`src/rtl/vbs_pkg.sv`:
```
package vbs_pkg;
    typedef enum logic [0:0] {ST_IDLE, ST_WAIT} state_e;
    typedef enum logic [1:0] {DIR_NONE, DIR_UP, DIR_DOWN} dir_e;
    typedef enum logic [1:0] {CODE_LOCK, CODE_LOW, CODE_HIGH} code_e;
endpackage

```
`src/rtl/vbs_code_class.sv`:
```
module vbs_code_class
    import vbs_pkg::*;
#(
    parameter int CODE_W = 3
) (
    input  logic [CODE_W-1:0] code_i,
    output code_e             class_o
);
    always_comb begin
        if (code_i == '0)       class_o = CODE_LOW;
        else if (&code_i)       class_o = CODE_HIGH;
        else                    class_o = CODE_LOCK;
    end
endmodule

```
`src/rtl/vbs_settle_timer.sv`:
```
module vbs_settle_timer #(
    parameter int CNT_W = 16
) (
    input  logic             clk,
    input  logic             rst_n,
    input  logic             load_i,
    input  logic [CNT_W-1:0] load_val_i,
    input  logic             run_i,
    output logic             expired_o
);
    logic [CNT_W-1:0] cnt_d, cnt_q;

    always_comb begin
        cnt_d = cnt_q;
        if (load_i)                     cnt_d = load_val_i;
        else if (run_i && cnt_q != '0)  cnt_d = cnt_q - 1'b1;
    end

    always_ff @(posedge clk or negedge rst_n) begin
        if (!rst_n) cnt_q <= '0;
        else        cnt_q <= cnt_d;
    end

    assign expired_o = (cnt_q == '0);
endmodule

```
`src/rtl/vbs_index_map.sv`:
```
module vbs_index_map #(
    parameter int SUBBANDS = 8,
    parameter int IDX_W    = 5,
    parameter int OSC_W    = 2,
    parameter int SUB_W    = 3
) (
    input  logic [IDX_W-1:0] idx_i,
    output logic [OSC_W-1:0] osc_o,
    output logic [SUB_W-1:0] sub_o
);
    generate
        if ((SUBBANDS & (SUBBANDS - 1)) == 0) begin : g_pow2
            assign osc_o = OSC_W'(idx_i >> SUB_W);
            assign sub_o = idx_i[SUB_W-1:0];
        end else begin : g_div
            assign osc_o = OSC_W'(idx_i / IDX_W'(SUBBANDS));
            assign sub_o = SUB_W'(idx_i % IDX_W'(SUBBANDS));
        end
    endgenerate
endmodule

```
`src/rtl/vco_band_search.sv`:
```
module vco_band_search
    import vbs_pkg::*;
#(
    parameter int NUM_OSC  = 3,
    parameter int SUBBANDS = 8,
    parameter int SETTLE_W = 16,
    parameter int CODE_W   = 3,
    parameter int DIV_W    = 2,
    localparam int NUM_IDX = NUM_OSC * SUBBANDS,
    localparam int IDX_W   = $clog2(NUM_IDX),
    localparam int OSC_W   = (NUM_OSC > 1) ? $clog2(NUM_OSC) : 1,
    localparam int SUB_W   = (SUBBANDS > 1) ? $clog2(SUBBANDS) : 1
) (
    input  logic                clk,
    input  logic                rst_n,
    input  logic                start_i,
    input  logic [IDX_W-1:0]    start_idx_i,
    input  logic [SETTLE_W-1:0] settle_cycles_i,
    input  logic [DIV_W-1:0]    div_sel_i,
    input  logic [CODE_W-1:0]   lock_code_i,
    output logic [OSC_W-1:0]    osc_sel_o,
    output logic [SUB_W-1:0]    sub_sel_o,
    output logic [DIV_W-1:0]    div_sel_o,
    output logic                done_o,
    output logic                locked_o,
    output logic                fail_o
);
    localparam logic [IDX_W-1:0] IDX_MAX = IDX_W'(NUM_IDX - 1);

    typedef struct packed {
        state_e              state;
        dir_e                dir;
        logic [IDX_W-1:0]    idx;
        logic [SETTLE_W-1:0] settle;
        logic [DIV_W-1:0]    div;
        logic                done;
        logic                locked;
        logic                fail;
    } regs_t;

    regs_t r_d, r_q;

    code_e               code_cls;
    logic                tmr_expired;
    logic                tmr_load;
    logic [SETTLE_W-1:0] tmr_val;
    logic                busy_w;

    vbs_code_class #(.CODE_W(CODE_W)) u_class (
        .code_i  (lock_code_i),
        .class_o (code_cls)
    );

    vbs_settle_timer #(.CNT_W(SETTLE_W)) u_timer (
        .clk        (clk),
        .rst_n      (rst_n),
        .load_i     (tmr_load),
        .load_val_i (tmr_val),
        .run_i      (busy_w),
        .expired_o  (tmr_expired)
    );

    vbs_index_map #(
        .SUBBANDS (SUBBANDS),
        .IDX_W    (IDX_W),
        .OSC_W    (OSC_W),
        .SUB_W    (SUB_W)
    ) u_map (
        .idx_i (r_q.idx),
        .osc_o (osc_sel_o),
        .sub_o (sub_sel_o)
    );

    assign busy_w = (r_q.state == ST_WAIT);

    always_comb begin
        r_d      = r_q;
        r_d.done = 1'b0;
        tmr_load = 1'b0;
        tmr_val  = r_q.settle;
        case (r_q.state)
            ST_IDLE: begin
                if (start_i) begin
                    r_d.state  = ST_WAIT;
                    r_d.dir    = DIR_NONE;
                    r_d.idx    = (start_idx_i > IDX_MAX) ? IDX_MAX : start_idx_i;
                    r_d.settle = settle_cycles_i;
                    r_d.div    = div_sel_i;
                    r_d.locked = 1'b0;
                    r_d.fail   = 1'b0;
                    tmr_load   = 1'b1;
                    tmr_val    = settle_cycles_i;
                end
            end
            ST_WAIT: begin
                if (tmr_expired) begin
                    case (code_cls)
                        CODE_LOCK: begin
                            r_d.state  = ST_IDLE;
                            r_d.done   = 1'b1;
                            r_d.locked = 1'b1;
                        end
                        CODE_LOW: begin
                            if (r_q.idx == '0 || r_q.dir == DIR_UP) begin
                                r_d.state = ST_IDLE;
                                r_d.done  = 1'b1;
                                r_d.fail  = 1'b1;
                            end else begin
                                r_d.idx  = r_q.idx - 1'b1;
                                r_d.dir  = DIR_DOWN;
                                tmr_load = 1'b1;
                            end
                        end
                        default: begin
                            if (r_q.idx == IDX_MAX || r_q.dir == DIR_DOWN) begin
                                r_d.state = ST_IDLE;
                                r_d.done  = 1'b1;
                                r_d.fail  = 1'b1;
                            end else begin
                                r_d.idx  = r_q.idx + 1'b1;
                                r_d.dir  = DIR_UP;
                                tmr_load = 1'b1;
                            end
                        end
                    endcase
                end
            end
            default: r_d.state = ST_IDLE;
        endcase
    end

    always_ff @(posedge clk or negedge rst_n) begin
        if (!rst_n) begin
            r_q.state  <= ST_IDLE;
            r_q.dir    <= DIR_NONE;
            r_q.idx    <= '0;
            r_q.settle <= '0;
            r_q.div    <= '0;
            r_q.done   <= 1'b0;
            r_q.locked <= 1'b0;
            r_q.fail   <= 1'b0;
        end else begin
            r_q <= r_d;
        end
    end

    assign div_sel_o = r_q.div;
    assign done_o    = r_q.done;
    assign locked_o  = r_q.locked;
    assign fail_o    = r_q.fail;
endmodule

```
`config.mk`:
```
export PLATFORM = sky130hd
export DESIGN_NAME = vco_band_search
export DESIGN_NICKNAME = d
export VERILOG_FILES = /design/src/rtl/vbs_pkg.sv /design/src/rtl/vbs_code_class.sv /design/src/rtl/vbs_settle_timer.sv /design/src/rtl/vbs_index_map.sv /design/src/rtl/vco_band_search.sv
export SDC_FILE = /design/constraint.sdc
export NUM_CORES = 1
export LEC_CHECK = 0
export BUFFER_PORTS_ARGS = -buffer_cell sky130_fd_sc_hd__buf_2
export CAP_MARGIN = 20
export CORE_UTILIZATION = 57
export DETAILED_ROUTE_END_ITERATION = 6
export GPL_ROUTABILITY_DRIVEN = 0
export PLACE_DENSITY = 0.8
export SLEW_MARGIN = 20
export SYNTH_ARGS = -nofsm -noshare
export SYNTH_HDL_FRONTEND = slang
export SYNTH_SLANG_ARGS = --single-unit
```
`constraint.sdc`:
```
create_clock -name clk -period 2.09 [get_ports clk]
set_input_delay 0.1045 -clock clk [delete_from_list [all_inputs] [get_ports clk]]
set_output_delay 0.1045 -clock clk [all_outputs]
set_load 0.03 [all_outputs]
```
== After elaboration in Yosys (flattened, before gate mapping) ==
Index checks and enable logic that the tools add are counted.

* Output and inout port bits: 10
* Input port bits: 29
* Register bits after elaboration: 45

* $lt $le $gt $ge: 1
* Reductions and logical operators: 14
* Add/sub/neg operators: 3
* Muxes and demuxes: 30
* Bitwise operators: 1
* Equality and inequality tests: 12

{| class="wikitable"
|+ Operator list
! cell !! count
|-
| $mux W16 || 4
|-
| $mux W26 || 1
|-
| $logic_not A16 Y1 || 1
|-
| $pmux W8 S2 || 1
|-
| $reduce_bool A16 Y1 || 1
|-
| $sub A16 B1 Y16 const B || 1
|-
| $mux W7 || 2
|-
| $pmux W7 S2 || 1
|-
| $mux W1 || 10
|-
| $reduce_and A5 Y1 || 2
|-
| $mux W8 || 1
|-
| $pmux W1 S2 || 4
|-
| $mux W2 || 3
|-
| $ne A3 B3 Y1 const B || 2
|-
| $reduce_and A3 Y1 || 2
|-
| $add A5 B1 Y5 const B || 1
|-
| $eq A5 B5 Y1 const B || 1
|-
| $gt A5 B5 Y1 const B || 1
|-
| $logic_not A5 Y1 || 1
|-
| $mux W5 || 1
|-
| $sub A5 B1 Y5 const B || 1
|-
| $eq A2 B1 Y1 const B || 2
|-
| $ne A2 B1 Y1 const B || 2
|-
| $ne A2 B2 Y1 const B || 2
|-
| other kinds (12) || 13
|}

== Longest topological paths before layout ==
Gate-level depths: netlist (run 1).

* Word-level depth: 8
* Mapped depth: 10
* Gate-level depth less buffers: 9

== Hierarchy ==
Synthesis (run 1) repeated with hierarchy kept, for this count alone.

* Cells, all modules: 304
* Area, all modules: 2593.7 um^2

{| class="wikitable"
|+ By module, submodules not included
! module !! cells an instance !! area each (um^2) !! seq. area each (um^2) !! instances
|-
| vco_band_search || 173 || 1476.4 || 725.7 || 1
|-
| vbs_settle_timer || 124 || 1063.5 || 400.4 || 1
|-
| vbs_index_map || 5 || 37.5 || 0.0 || 1
|-
| vbs_code_class || 2 || 16.3 || 0.0 || 1
|}

== Least setup slack after synthesis (run 1) ==
OpenSTA, ideal clock, no wires.

* Path type: input to register
* From: input port lock_code_i[1]
* To: register r_q[25] in the netlist's numbering
* Path slack: -45 ps
* Stages: 10
* Arrival time: 2051 ps
* Library setup time: 84 ps
* Buffers on the path: 1
* Cells stage by stage: or3_4 -> clkbuf_1 -> xnor2_1 -> ha_1 -> or3_2 -> a21oi_1 -> o21ai_0 -> a211oi_1 -> a21oi_1 -> o21ai_0

* Cells in the longest elaborated chain, start to end: 7
* Elaborated cells on any way between the ends: 13

{| class="wikitable"
|+ Ends and longest elaborated chain
! element !! line !! RTL
|-
| from (decl) || vco_band_search.sv:20 || <nowiki>input logic [CODE_W-1:0] lock_code_i,</nowiki>
|-
| $reduce_and A3 Y1 || vbs_code_class.sv:11 || <nowiki>else if (&code_i) class_o = CODE_HIGH;</nowiki>
|-
| $mux W2 || vbs_code_class.sv:11 ||
|-
| $mux W2 * || vbs_code_class.sv:10 || <nowiki>if (code_i == '0) class_o = CODE_LOW;</nowiki>
|-
| $eq A2 B1 Y1 or $logic_not A2 Y1 (tied branches) || vco_band_search.sv:97 || <nowiki>case (code_cls)</nowiki>
|-
| $pmux W7 S2 || vco_band_search.sv:97 ||
|-
| $mux W8 || vco_band_search.sv:96 || <nowiki>if (tmr_expired) begin</nowiki>
|-
| $pmux W8 S2 || vco_band_search.sv:81 || <nowiki>case (r_q.state)</nowiki>
|-
| to (signal assigned) || vco_band_search.sv:143 || <nowiki>r_q <= r_d;</nowiki>
|-
| to (decl) || vco_band_search.sv:41 || <nowiki>regs_t r_d, r_q;</nowiki>
|}

Mark *: on every way between the ends. The rest lies on a longest branch, timed or not. The select of a mux whose other input is x is not followed.
A chain may end at the register's enable or synchronous reset.

== Final worst setup path (run 1) ==
* From: register u_timer.cnt_q[5]
* To: register r_q[22] in the netlist's numbering

* Cells in the longest elaborated chain, start to end: 3

{| class="wikitable"
|+ Ends and longest elaborated chain
! element !! line !! RTL
|-
| from (decl) || vbs_settle_timer.sv:11 || <nowiki>logic [CNT_W-1:0] cnt_d, cnt_q;</nowiki>
|-
| from (signal assigned) || vbs_settle_timer.sv:21 || <nowiki>else cnt_q <= cnt_d;</nowiki>
|-
| $logic_not A16 Y1 || vbs_settle_timer.sv:24 || <nowiki>assign expired_o = (cnt_q == '0);</nowiki>
|-
| $ne A2 B1 Y1 (no line) || n/a ||
|-
| $reduce_and A5 Y1 (no line) || n/a ||
|}

No other way between the ends.

==> results of run 1 <==
## power breakdown
group	switching [mW]	total [mW]	internal [mW]
registers	0.276	1.34	1.07
logic	0.375	0.751	0.376
clock network	0.321	0.796	0.475
total	0.972	2.89	1.92
## how the worst max path moves through the flow
stage	startpoint	depth (start not counted)	slack [ns]	endpoint
floorplan	lock_code_i[1]	10	0.004	r_q[25]
global placement	lock_code_i[1]	10	0.05	r_q[25]
detailed placement	lock_code_i[1]	10	-0.02	r_q[25]
CTS	r_q[21]	6	0.02	u_timer.cnt_q[10]
global route	u_timer.cnt_q[8]	6	-0.006	u_timer.cnt_q[15]
finish	u_timer.cnt_q[5]	6	0.07	r_q[22]
## per-stage QoR
step	area, sq um	cells	hold slack [ns]
floorplan	2640	302	-0.191
global placement	2980	396	0.115
detailed placement	2980	396	0.127
CTS	3140	407	0.00195
global route	3170	409	0.00857
finish	3170	409	0.00446
## cell families (layout without fill, tap and decap cells)
logic type | count (synthesis) | in the layout
muxes | 1 | 1
xor gates and xnor gates | 2 | 2
adders and majority gates | 4 | 4
DFF | 45 | 45
and+or+nand+nor | 144 | 144
buffers and inverters | 27 | 82
AOI/OAI and AO/OA | 79 | 79
## cell type report
type | count | area share [%]
Clock buffer | 5 | 2.17
Sequential cell | 45 | 35.6
Inverter | 6 | 0.790
Multi-Input combinational cell | 230 | 43.6
Clock inverter | 3 | 2.05
Tap cell | 52 | 2.05
Timing Repair Buffer | 68 | 13.7
## sequential cells by signal, summed over array words and instances (netlist names)
| signal | count |
|---|---|
| div_sel_o | 2 |
| done_o | 1 |
| fail_o | 1 |
| busy_w | 1 |
| locked_o | 1 |
| u_timer.cnt_q | 16 |
| r_q | 23 |
## repair_timing
item,CTS,global route
endpoints found under the hold margin,24,0
setup buffers,0,2
hold buffers,3,0
gates resized for setup,0,5
setup endpoints to repair,0,7
## worst max-delay path: cells and delay by family (launching register included)
family | cells | cell delay [ns]
AOI/OAI and AO/OA | 2 | 0.60
buffers and inverters | 1 | 0.16
DFF | 1 | 0.43
and+or+nand+nor | 3 | 0.72
## layer usage
metal,vias up,routed length [um]
met3,18,427
met5,-,0
met1,1208,2860
li1,1190,-
met2,103,3380
met4,0,162
## synthesized netlist by cell type, types with 3 or more instances
cell type,instances,area [sq um]
o21ai_0,18,90.1
dfrtp_1,45,1130
o22ai_1,5,31.3
clkbuf_1,6,22.5
a21oi_1,15,75.1
a221o_1,3,30.0
a31oi_1,5,31.3
nor2b_1,3,18.8
inv_1,4,15.0
nand2_1,72,270
o22a_1,3,26.3
buf_4,9,67.6
a211oi_1,4,30.0
a22oi_1,3,22.5
and2b_1,3,22.5
buf_2,3,15.0
o41ai_1,3,26.3
nand3_1,10,50.1
nor2_1,20,75.1
or4_1,3,22.5
nor3_1,14,70.1
ha_1,4,50.1
nor4_1,3,18.8
==> flow_metrics.py, run 1 <==
metrics = {
    "run_status": {
        "outcome": "finished clean",
    },
    "placed_design": {
        "post-place-ws_ns": -0.0210,
        "io_buffers": 38,
        "detailed_place_hpwl_um": 4670,
    },
    "finish": {
        "fillers": 347,
        "drive_above_1_share_pct": 27.7,
        "diodes": 0,
        "multi_input_area_sq_um": 1380,
        "final_cell_mix": "nand2_1 (72), dfrtp_1 (43), buf_2 (38), buf_4 (26), nor2_1 (20)",
        "ff_latch_area_sq_um": 1130,
        "synthToLayoutAreaGrowth_pct": 20.0,
        "layout_commonest_cell": "nand2_1",
        "final_nets": 389,
        "utilization_pct": 71.8,
    },
    "floorplanning": {
        "io_pins": 39,
        "die_h_um": 70.1,
        "start_util_pct": 59.8,
        "coreArea_sq_um": 4410,
        "die_w_um": 70.1,
        "row_count": 24,
        "die-area_sq_um": 4910,
    },
    "critical_path": {
        "ff2ff_path_depth": 6,
        "cp-end-kind": "flip-flop",
        "slowest_delay_ns": 0.43,
        "r2r-start": "u_timer.cnt_q[5]",
        "arrival_ns": 2.22,
        "cp.required_ns": 2.29,
        "critPathKind": "reg2reg",
        "r2r_setup_slack_ns": 0.07,
        "cp_max_fo": 5,
        "crit_chain": "nor4_4 > and4_1 > o2111a_2 > nor2_4 > buf_4 > a221o_1",
        "critPathLaunchType": "flip-flop",
        "r2r_end": "r_q[22]",
        "slowest_stage": "dfrtp_1",
    },
    "power_and_ir_drop": {
        "total_power_mw": 2.89,
        "p_per_area_nw_per_um2": 911,
        "power.leakage_nw": 1.49,
        "irDropWorstVdd_v": 0.000483,
    },
    "route": {
        "first_iter_violations": 200,
        "drt-total-wl_um": 6830,
        "dr.pass1.iters": 4,
        "drc": 0,
        "vias_per_cell": 6.16,
        "drt.antenna.violating_nets": 0,
        "via_count": 2519,
        "routedWlPerCell_um": 16.7,
    },
    "global_route": {
        "grt_max_degree": 26,
        "grtUsageMet3_pct": 5.48,
        "gr-total-overflow": 0,
        "top_usage_layer": "met2",
        "grt_antenna_before_repair": 0,
        "grt_pass1_wl_um": 11500,
        "gr-usage-all-layers_pct": 29.8,
        "grt_pass1_vias": 2481,
        "met2_usage_pct": 50.0,
        "grt_use_met1_pct": 38.0,
    },
    "synthesis": {
        "synth_nets": 335,
        "synth_top_family_by_area": "simple AND/OR/NAND/NOR gates",
        "synthCells": 302,
        "ys_types": 60,
        "synthMuxAreaShare_pct": 0.426,
        "yosys.area_share.adder_pct": 1.89,
        "yosysSeqAreaShare_pct": 42.6,
        "synth.cell_area_sq_um": 2640,
        "yosys.area_share.simple_pct": 26.8,
        "yosys_warnings": 0,
        "ys_seq_elements": 45,
        "ys.flop_type": "dfrtp_1",
        "synth_compound_area_share_pct": 22.0,
        "synth_edf_count": 0,
        "async_reset_ff_share_pct": 100,
        "yosys.area_share.xor_xnor_pct": 0.663,
        "syn_area_per_cell_sq_um": 8.75,
    },
    "clocking": {
        "clockRootBuffer": "clkbuf_8",
        "clk_pin_slew_worst_paths_ns": 0.09,
        "clockBufferDepth": 2,
        "tritoncts": "yes",
        "clock_latency_ns": 0.31,
        "cts.sinks": 45,
        "cts_buffers": 5,
        "htreeDepth": 2,
    },
    "sta": {
        "slew_headroom_pct": 63.8,
        "tightest_slew_ns": 0.544,
        "rsz0062_at_grt": "true",
        "finalHoldViolations": 0,
        "slew_violations": 0,
        "period_share_pct": 96.8,
        "min_period_ns": 2.02,
        "clock_skew_ns": 0.00926,
        "max_freq_mhz": 495,
        "layout_setup_ws_ns": 0.0679,
        "fin_tns_setup_ns": 0,
        "setup_viol": 0,
    },
    "run": {
        "cap_violations": 0,
    },
    "hold_path": {
        "hp-class": "in2reg",
        "min-delay-start": "settle_cycles_i[8]",
        "min_to": "r_q[13]",
        "hold_path_depth": 3,
    },
}
Note: power is estimated with default switching activity, not from simulation.
==> inputs of run 2 (changes only) <==
Settings changed: CAP_MARGIN 20 to 10, CORE_UTILIZATION 57 to 59, CTS_BUF_LIST set to sky130_fd_sc_hd__clkbuf_8.
==> run 2 against run 1 <==
Final area is 0.36% lower; total power down 3.2%; flip-flop and latch count is the same; die area is 3.3% lower; combinational power increased by 4.9%; critical path depth unchanged; critical path type unchanged; hold slack gained 0.0033 ns; wire length increased by 0.25%; highest routed layer unchanged; count of clock-buffer cells in the layout up 1.
==> flow_metrics.py, run 2 (synthesized netlist as in run 1, its figures left out) <==
metrics = {
    "clocking": {
        "clock_latency_ns": 0.30,
        "htreeDepth": 2,
        "clockBufferDepth": 2,
        "tritoncts": "yes",
        "cts.sinks": 45,
        "cts_buffers": 5,
        "clk_pin_slew_worst_paths_ns": 0.08,
        "clockRootBuffer": "clkbuf_8",
    },
    "critical_path": {
        "slowest_delay_ns": 0.45,
        "critPathLaunchType": "flip-flop",
        "cp.required_ns": 2.28,
        "r2r-start": "r_q[21]",
        "critPathKind": "reg2reg",
        "critPathBufInv": 0,
        "r2r_setup_slack_ns": 0.06,
        "cp_max_fo": 8,
        "r2r_end": "u_timer.cnt_q[7]",
        "ff2ff_path_depth": 6,
        "arrival_ns": 2.22,
        "crit_family": "compound AO/OA/AOI/OAI gates",
        "crit_chain": "or2_4 > o41a_4 > o2111a_2 > nor2_4 > a21oi_2 > o221a_1",
        "slowest_stage": "dfrtp_2",
        "cp-end-kind": "flip-flop",
    },
    "global_route": {
        "grt_antenna_before_repair": 0,
        "grt_pass1_vias": 2295,
        "grt_max_degree": 26,
        "gr-total-overflow": 0,
        "grt_pass1_wl_um": 10700,
        "gr-usage-all-layers_pct": 31.5,
    },
    "route": {
        "drc": 0,
        "first_iter_violations": 338,
        "via_count": 2532,
        "dr.pass1.iters": 5,
        "routedWlPerCell_um": 16.7,
        "vias_per_cell": 6.19,
        "drt.antenna.violating_nets": 0,
        "drt-total-wl_um": 6850,
    },
    "placed_design": {
        "io_buffers": 38,
        "post-place-ws_ns": -0.0504,
        "place_inst": 397,
        "placed_area_sq_um": 2980,
        "detailed_place_hpwl_um": 5000,
    },
    "sta": {
        "slew_headroom_pct": 72.1,
        "rsz0062_at_grt": "true",
        "period_share_pct": 96.9,
        "max_freq_mhz": 494,
        "clock_skew_ns": 0.0106,
        "slew_violations": 0,
        "setup_viol": 0,
        "layout_setup_ws_ns": 0.0648,
        "finalHoldViolations": 0,
        "min_period_ns": 2.03,
        "tightest_slew_ns": 0.416,
    },
    "hold_path": {
        "min-delay-start": "settle_cycles_i[14]",
        "hold_path_depth": 3,
        "min_to": "r_q[19]",
        "hp-class": "in2reg",
    },
    "finish": {
        "fillers": 315,
        "final_nets": 391,
        "synthToLayoutAreaGrowth_pct": 19.6,
        "final_cell_mix": "nand2_1 (71), dfrtp_1 (42), buf_2 (38), buf_4 (29), nor2_1 (19)",
        "final_area_sq_um": 3160,
        "largest_reg_flops": 23,
        "diodes": 0,
        "layout.cells.non_filler": 409,
        "top_register": "r_q",
        "drive_above_1_share_pct": 28.7,
        "layout_commonest_cell": "nand2_1",
    },
    "floorplanning": {
        "start_util_pct": 63.7,
        "io_pins": 39,
        "die_h_um": 68.9,
        "die-area_sq_um": 4750,
        "die_w_um": 68.9,
        "row_count": 23,
        "coreArea_sq_um": 4140,
    },
    "power_and_ir_drop": {
        "power.leakage_nw": 1.49,
        "irDropWorstVdd_v": 0.000570,
        "p_per_area_nw_per_um2": 885,
    },
    "run_status": {
        "outcome": "finished clean",
    },
    "run": {
        "cap_violations": 0,
    },
}
## run 2: cell type report
class | count | area (sq um) | share of cell area (%)
clock buffers | 6 | 82.6 | 2.61
clock inverters | 2 | 33.8 | 1.07
inverters | 6 | 25.0 | 0.792
multi-input cells | 230 | 1390 | 43.9
flip-flops and latches | 45 | 1130 | 35.8
well taps | 50 | 62.6 | 1.98
repair buffers | 70 | 438 | 13.9
## run 2: repair_timing
| item | 4_1_cts | 5_1_grt |
|---|---|---|
| buffers inserted | 0 | 1 |
| setup endpoints to repair | 0 | 10 |
| hold buffers | 3 | 0 |
| hold endpoints to repair | 17 | 0 |
| gates resized for setup | 0 | 8 |
## run 2: per-layer routing
metal  track usage, %  wire length (um)  vias up
met2             50.6              3200      120
li1                 -                 -     1191
met3             5.43               526       20
met5                0                 0        -
met1             41.7              2960     1201
met4             13.3               160        0
## run 2: how the worst max path moves through the flow
stage                        start               end  slack [ns]  depth (start not counted)
floorplan           lock_code_i[1]           r_q[25]       0.004                         10
global placement    lock_code_i[1]           r_q[25]        0.04                         10
detailed placement  lock_code_i[1]           r_q[25]       -0.05                         10
CTS                        r_q[21]  u_timer.cnt_q[7]        0.04                          6
global route               r_q[22]           r_q[25]      -0.003                          8
finish                     r_q[21]  u_timer.cnt_q[7]        0.06                          6
## run 2: power by group
| part | internal (mW) | total, mW | leakage [nW] | switching (mW) |
|---|---|---|---|---|
| Sequential | 1.07 | 1.33 | 0.558 | 0.261 |
| Clock | 0.385 | 0.679 | 0.0626 | 0.294 |
| Combinational | 0.391 | 0.788 | 0.874 | 0.397 |
| Total | 1.84 | 2.80 | 1.49 | 0.952 |
## run 2: stage by stage
stage               hold WS (ns)  setup TNS, ns  power (mW)  utilization [%]
floorplan                 -0.191              0        1.80                -
global placement          0.0416              0        2.05             72.0
detailed placement        0.0487        -0.0504        2.08             72.0
CTS                     0.000324              0        2.77             75.5
global route              0.0165       -0.00253        2.94             76.2
finish                   0.00772              0        2.80             76.2
## run 2: worst min-delay path, cell delays in order
cell     delay [ns]
buf_2          0.08
nand2_1        0.04
nand2_1        0.05
==> inputs of run 3 (changes only) <==
--- a/config.mk
+++ b/config.mk
@@ -7,5 +7,6 @@
 export LEC_CHECK = 0
+export ABC_AREA = 1
 export BUFFER_PORTS_ARGS = -buffer_cell sky130_fd_sc_hd__buf_2
 export CAP_MARGIN = 10
-export CORE_UTILIZATION = 59
+export CORE_UTILIZATION = 60
 export CTS_BUF_LIST = sky130_fd_sc_hd__clkbuf_8
@@ -13,3 +14,3 @@
 export GPL_ROUTABILITY_DRIVEN = 0
-export PLACE_DENSITY = 0.8
+export PLACE_DENSITY = 0.81
 export SLEW_MARGIN = 20
--- a/constraint.sdc
+++ b/constraint.sdc
@@ -3,2 +3,2 @@
 set_output_delay 0.1045 -clock clk [all_outputs]
-set_load 0.03 [all_outputs]
+set_load 0.005 [all_outputs]
==> run 3 against run 2 <==
Final cell count is 14% higher; largest power group unchanged; flip-flop and latch count unchanged; register-to-register slack better by 0.17 ns; highest routed layer unchanged; hold slack got worse by 0.0048 ns; count of clock-buffer cells in the layout fell by 1; sequential power shrank 4%; wire length decreased by 16%.
==> flow_metrics.py, run 3 <==
metrics = {
    "critical_path": {
        "r2r_end": "u_timer.cnt_q[6]",
        "cp.required_ns": 2.28,
        "arrival_ns": 2.04,
        "slowest_delay_ns": 0.42,
        "cp-end-kind": "flip-flop",
        "slowest_stage": "dfrtp_1",
        "crit_chain": "inv_1 > ha_1 > inv_1 > nor2_1 > nand2_1 > nor2_4 > nand3_4 > clkinv_4 > nand2_8 > nand2_8 > nand2_1 > nand3_1 > nand2_1",
        "r2r_setup_slack_ns": 0.24,
        "ff2ff_path_depth": 13,
        "cp_max_fo": 26,
        "critPathLaunchType": "flip-flop",
        "r2r-start": "u_timer.cnt_q[0]",
        "critPathKind": "reg2reg",
        "cpMostUsedCell": "nand2_1",
        "crit_start": "u_timer.cnt_q[0]",
    },
    "synthesis": {
        "async_reset_ff_share_pct": 100,
        "synth_most_common_cell": "nand2_1",
        "synth.area.top_cells": "dfrtp_1 (39%), nand2_1 (13%), nand3_1 (8.5%), inv_1 (5.6%), nor2_1 (3.8%)",
        "ys_seq_elements": 45,
        "yosys_warnings": 0,
        "yosysSeqAreaShare_pct": 38.8,
        "synth_nets": 418,
        "ys_types": 35,
        "synth_edf_count": 0,
        "synth.cell_area_sq_um": 2900,
        "ys.flop_type": "dfrtp_1",
        "yosysTopAreaCell": "dfrtp_1",
        "ys_top_cells_by_count": "nand2_1 (104), nand3_1 (49), dfrtp_1 (45), inv_1 (43), nor2_1 (29)",
        "synth_top_area_share_pct": 38.8,
        "synthCells": 385,
        "syn_area_per_cell_sq_um": 7.54,
    },
    "power_and_ir_drop": {
        "clkPwrFrac_pct": 26.4,
        "power.leakage_nw": 1.66,
        "switching_share_pct": 34.2,
        "combPwrFrac_pct": 29.8,
        "p_per_area_nw_per_um2": 926,
        "irDropWorstVdd_v": 0.000594,
        "p_seq_share_pct": 43.7,
        "p_int_mw": 1.93,
        "p_switching_mw": 1.00,
        "total_power_mw": 2.94,
    },
    "placed_design": {
        "detailed_place_hpwl_um": 4180,
        "place_inst": 458,
        "io_buffers": 38,
    },
    "clocking": {
        "clk_pin_slew_worst_paths_ns": 0.09,
        "cts.sinks": 45,
        "clockBufferDepth": 2,
        "cts_buffers": 5,
        "tritoncts": "yes",
        "clockRootBuffer": "clkbuf_8",
        "clock_latency_ns": 0.30,
        "cts_setup_buffers": 0,
        "cts_resized": 0,
        "cts_hold_buf": 1,
        "htreeDepth": 2,
    },
    "global_route": {
        "grt_pass1_vias": 2382,
        "gr-usage-all-layers_pct": 25.7,
        "grt_max_degree": 27,
        "grt_pass1_wl_um": 10500,
        "gr-total-overflow": 0,
        "grt_antenna_before_repair": 0,
    },
    "route": {
        "routedWlPerCell_um": 12.4,
        "drc": 0,
        "drt-total-wl_um": 5770,
        "first_iter_violations": 132,
        "dr.pass1.iters": 4,
        "vias_per_cell": 5.31,
        "via_count": 2481,
        "drt.antenna.violating_nets": 0,
    },
    "run_status": {
        "outcome": "finished clean",
    },
    "sta": {
        "tightest_slew_ns": 0.553,
        "max_freq_mhz": 539,
        "rsz0062_at_grt": "false",
        "period_share_pct": 88.7,
        "setup_viol": 0,
        "min_period_ns": 1.85,
        "clock_skew_ns": 0.00857,
        "fin_tns_setup_ns": 0,
        "slew_headroom_pct": 63.1,
        "finalHoldViolations": 0,
        "slew_violations": 0,
    },
    "finish": {
        "largest_reg_flops": 23,
        "diodes": 0,
        "final_nets": 447,
        "top_register": "r_q",
        "utilization_pct": 70.4,
        "layout.cells.non_filler": 467,
        "layout_commonest_cell": "nand2_1",
        "drive_above_1_share_pct": 21.7,
        "synthToLayoutAreaGrowth_pct": 9.36,
        "final_cell_mix": "nand2_1 (104), nand3_1 (49), dfrtp_1 (45), inv_1 (43), buf_2 (38)",
    },
    "hold_path": {
        "min_to": "div_sel_o[0]",
        "hold_path_depth": 3,
        "hp-class": "in2reg",
        "min-delay-start": "div_sel_i[0]",
    },
    "floorplanning": {
        "start_util_pct": 64.4,
        "die_h_um": 71.5,
        "die_w_um": 71.5,
        "coreArea_sq_um": 4500,
        "die-area_sq_um": 5120,
        "row_count": 24,
        "io_pins": 39,
    },
    "run": {
        "cap_violations": 0,
    },
}
run 3: logic make-up (layout without fill, tap and decap cells):
group | count (synthesis) | in the layout | synth area share [%]
adder cells (fa/ha/maj) | 4 | 4 | 1.72
AO/OA/AOI/OAI | 35 | 35 | 6.99
flip-flops | 45 | 45 | 38.8
buffers and inverters | 68 | 98 | 12.1
AND/OR/NAND/NOR | 225 | 225 | 38.0
XOR/XNOR | 8 | 8 | 2.41
run 3: layout make-up:
| cell class | count | area, sq um |
|---|---|---|
| Multi-Input combinational cell | 272 | 1430 |
| Sequential cell | 45 | 1130 |
| Clock inverter | 3 | 65.1 |
| Clock buffer | 5 | 68.8 |
| Tap cell | 52 | 65.1 |
| Timing Repair Buffer | 42 | 235 |
| Inverter | 48 | 188 |
| Fill cell | 382 | 1330 |
run 3: power by group through the flow:
stage	combinational [mW]	sequential [mW]	clock [mW]
6_report	0.876	1.28	0.776
4_1_cts	0.881	1.28	0.787
5_1_grt	1.03	1.32	0.817
2_1_floorplan	0.716	1.24	0
3_5_place_dp	0.873	1.29	0
3_3_place_gp	0.843	1.29	0
run 3: worst max-delay path by stage:
stage | to | slack, ns | depth (start not counted)
finish | u_timer.cnt_q[6] | 0.24 | 13
global route | u_timer.cnt_q[14] | 0.07 | 13
CTS | u_timer.cnt_q[15] | 0.23 | 13
detailed placement | u_timer.cnt_q[9] | 0.25 | 13
global placement | u_timer.cnt_q[6] | 0.30 | 13
floorplan | u_timer.cnt_q[4] | 0.47 | 14
run 3: stage by stage:
step / worst slack, ns / hold WS (ns) / area, sq um
final: 0.235 / 0.00291 / 3170
after global routing: 0.0713 / 0.0181 / 3170
after floorplan: 0.467 / -0.191 / 2900
after CTS: 0.228 / 0.000454 / 3170
after detailed placement: 0.245 / 0.122 / 3030
after global placement: 0.304 / 0.121 / 3030
run 3: worst max-delay path: cells and delay by family, from the launching register on:
kind | cells | cell delay, ns
flip-flops | 1 | 0.42
adder cells (fa/ha/maj) | 1 | 0.15
buffers and inverters | 3 | 0.25
AND/OR/NAND/NOR | 9 | 0.89
run 3: routing by layer:
metal / vias to the layer above / track usage [%] / share of wire (%)
met5: - / 0 / 0
li1: 1262 / - / -
met1: 1159 / 32.9 / 47
met2: 50 / 44.1 / 48
met4: 0 / 8.28 / 1.4
met3: 10 / 5.20 / 3.4
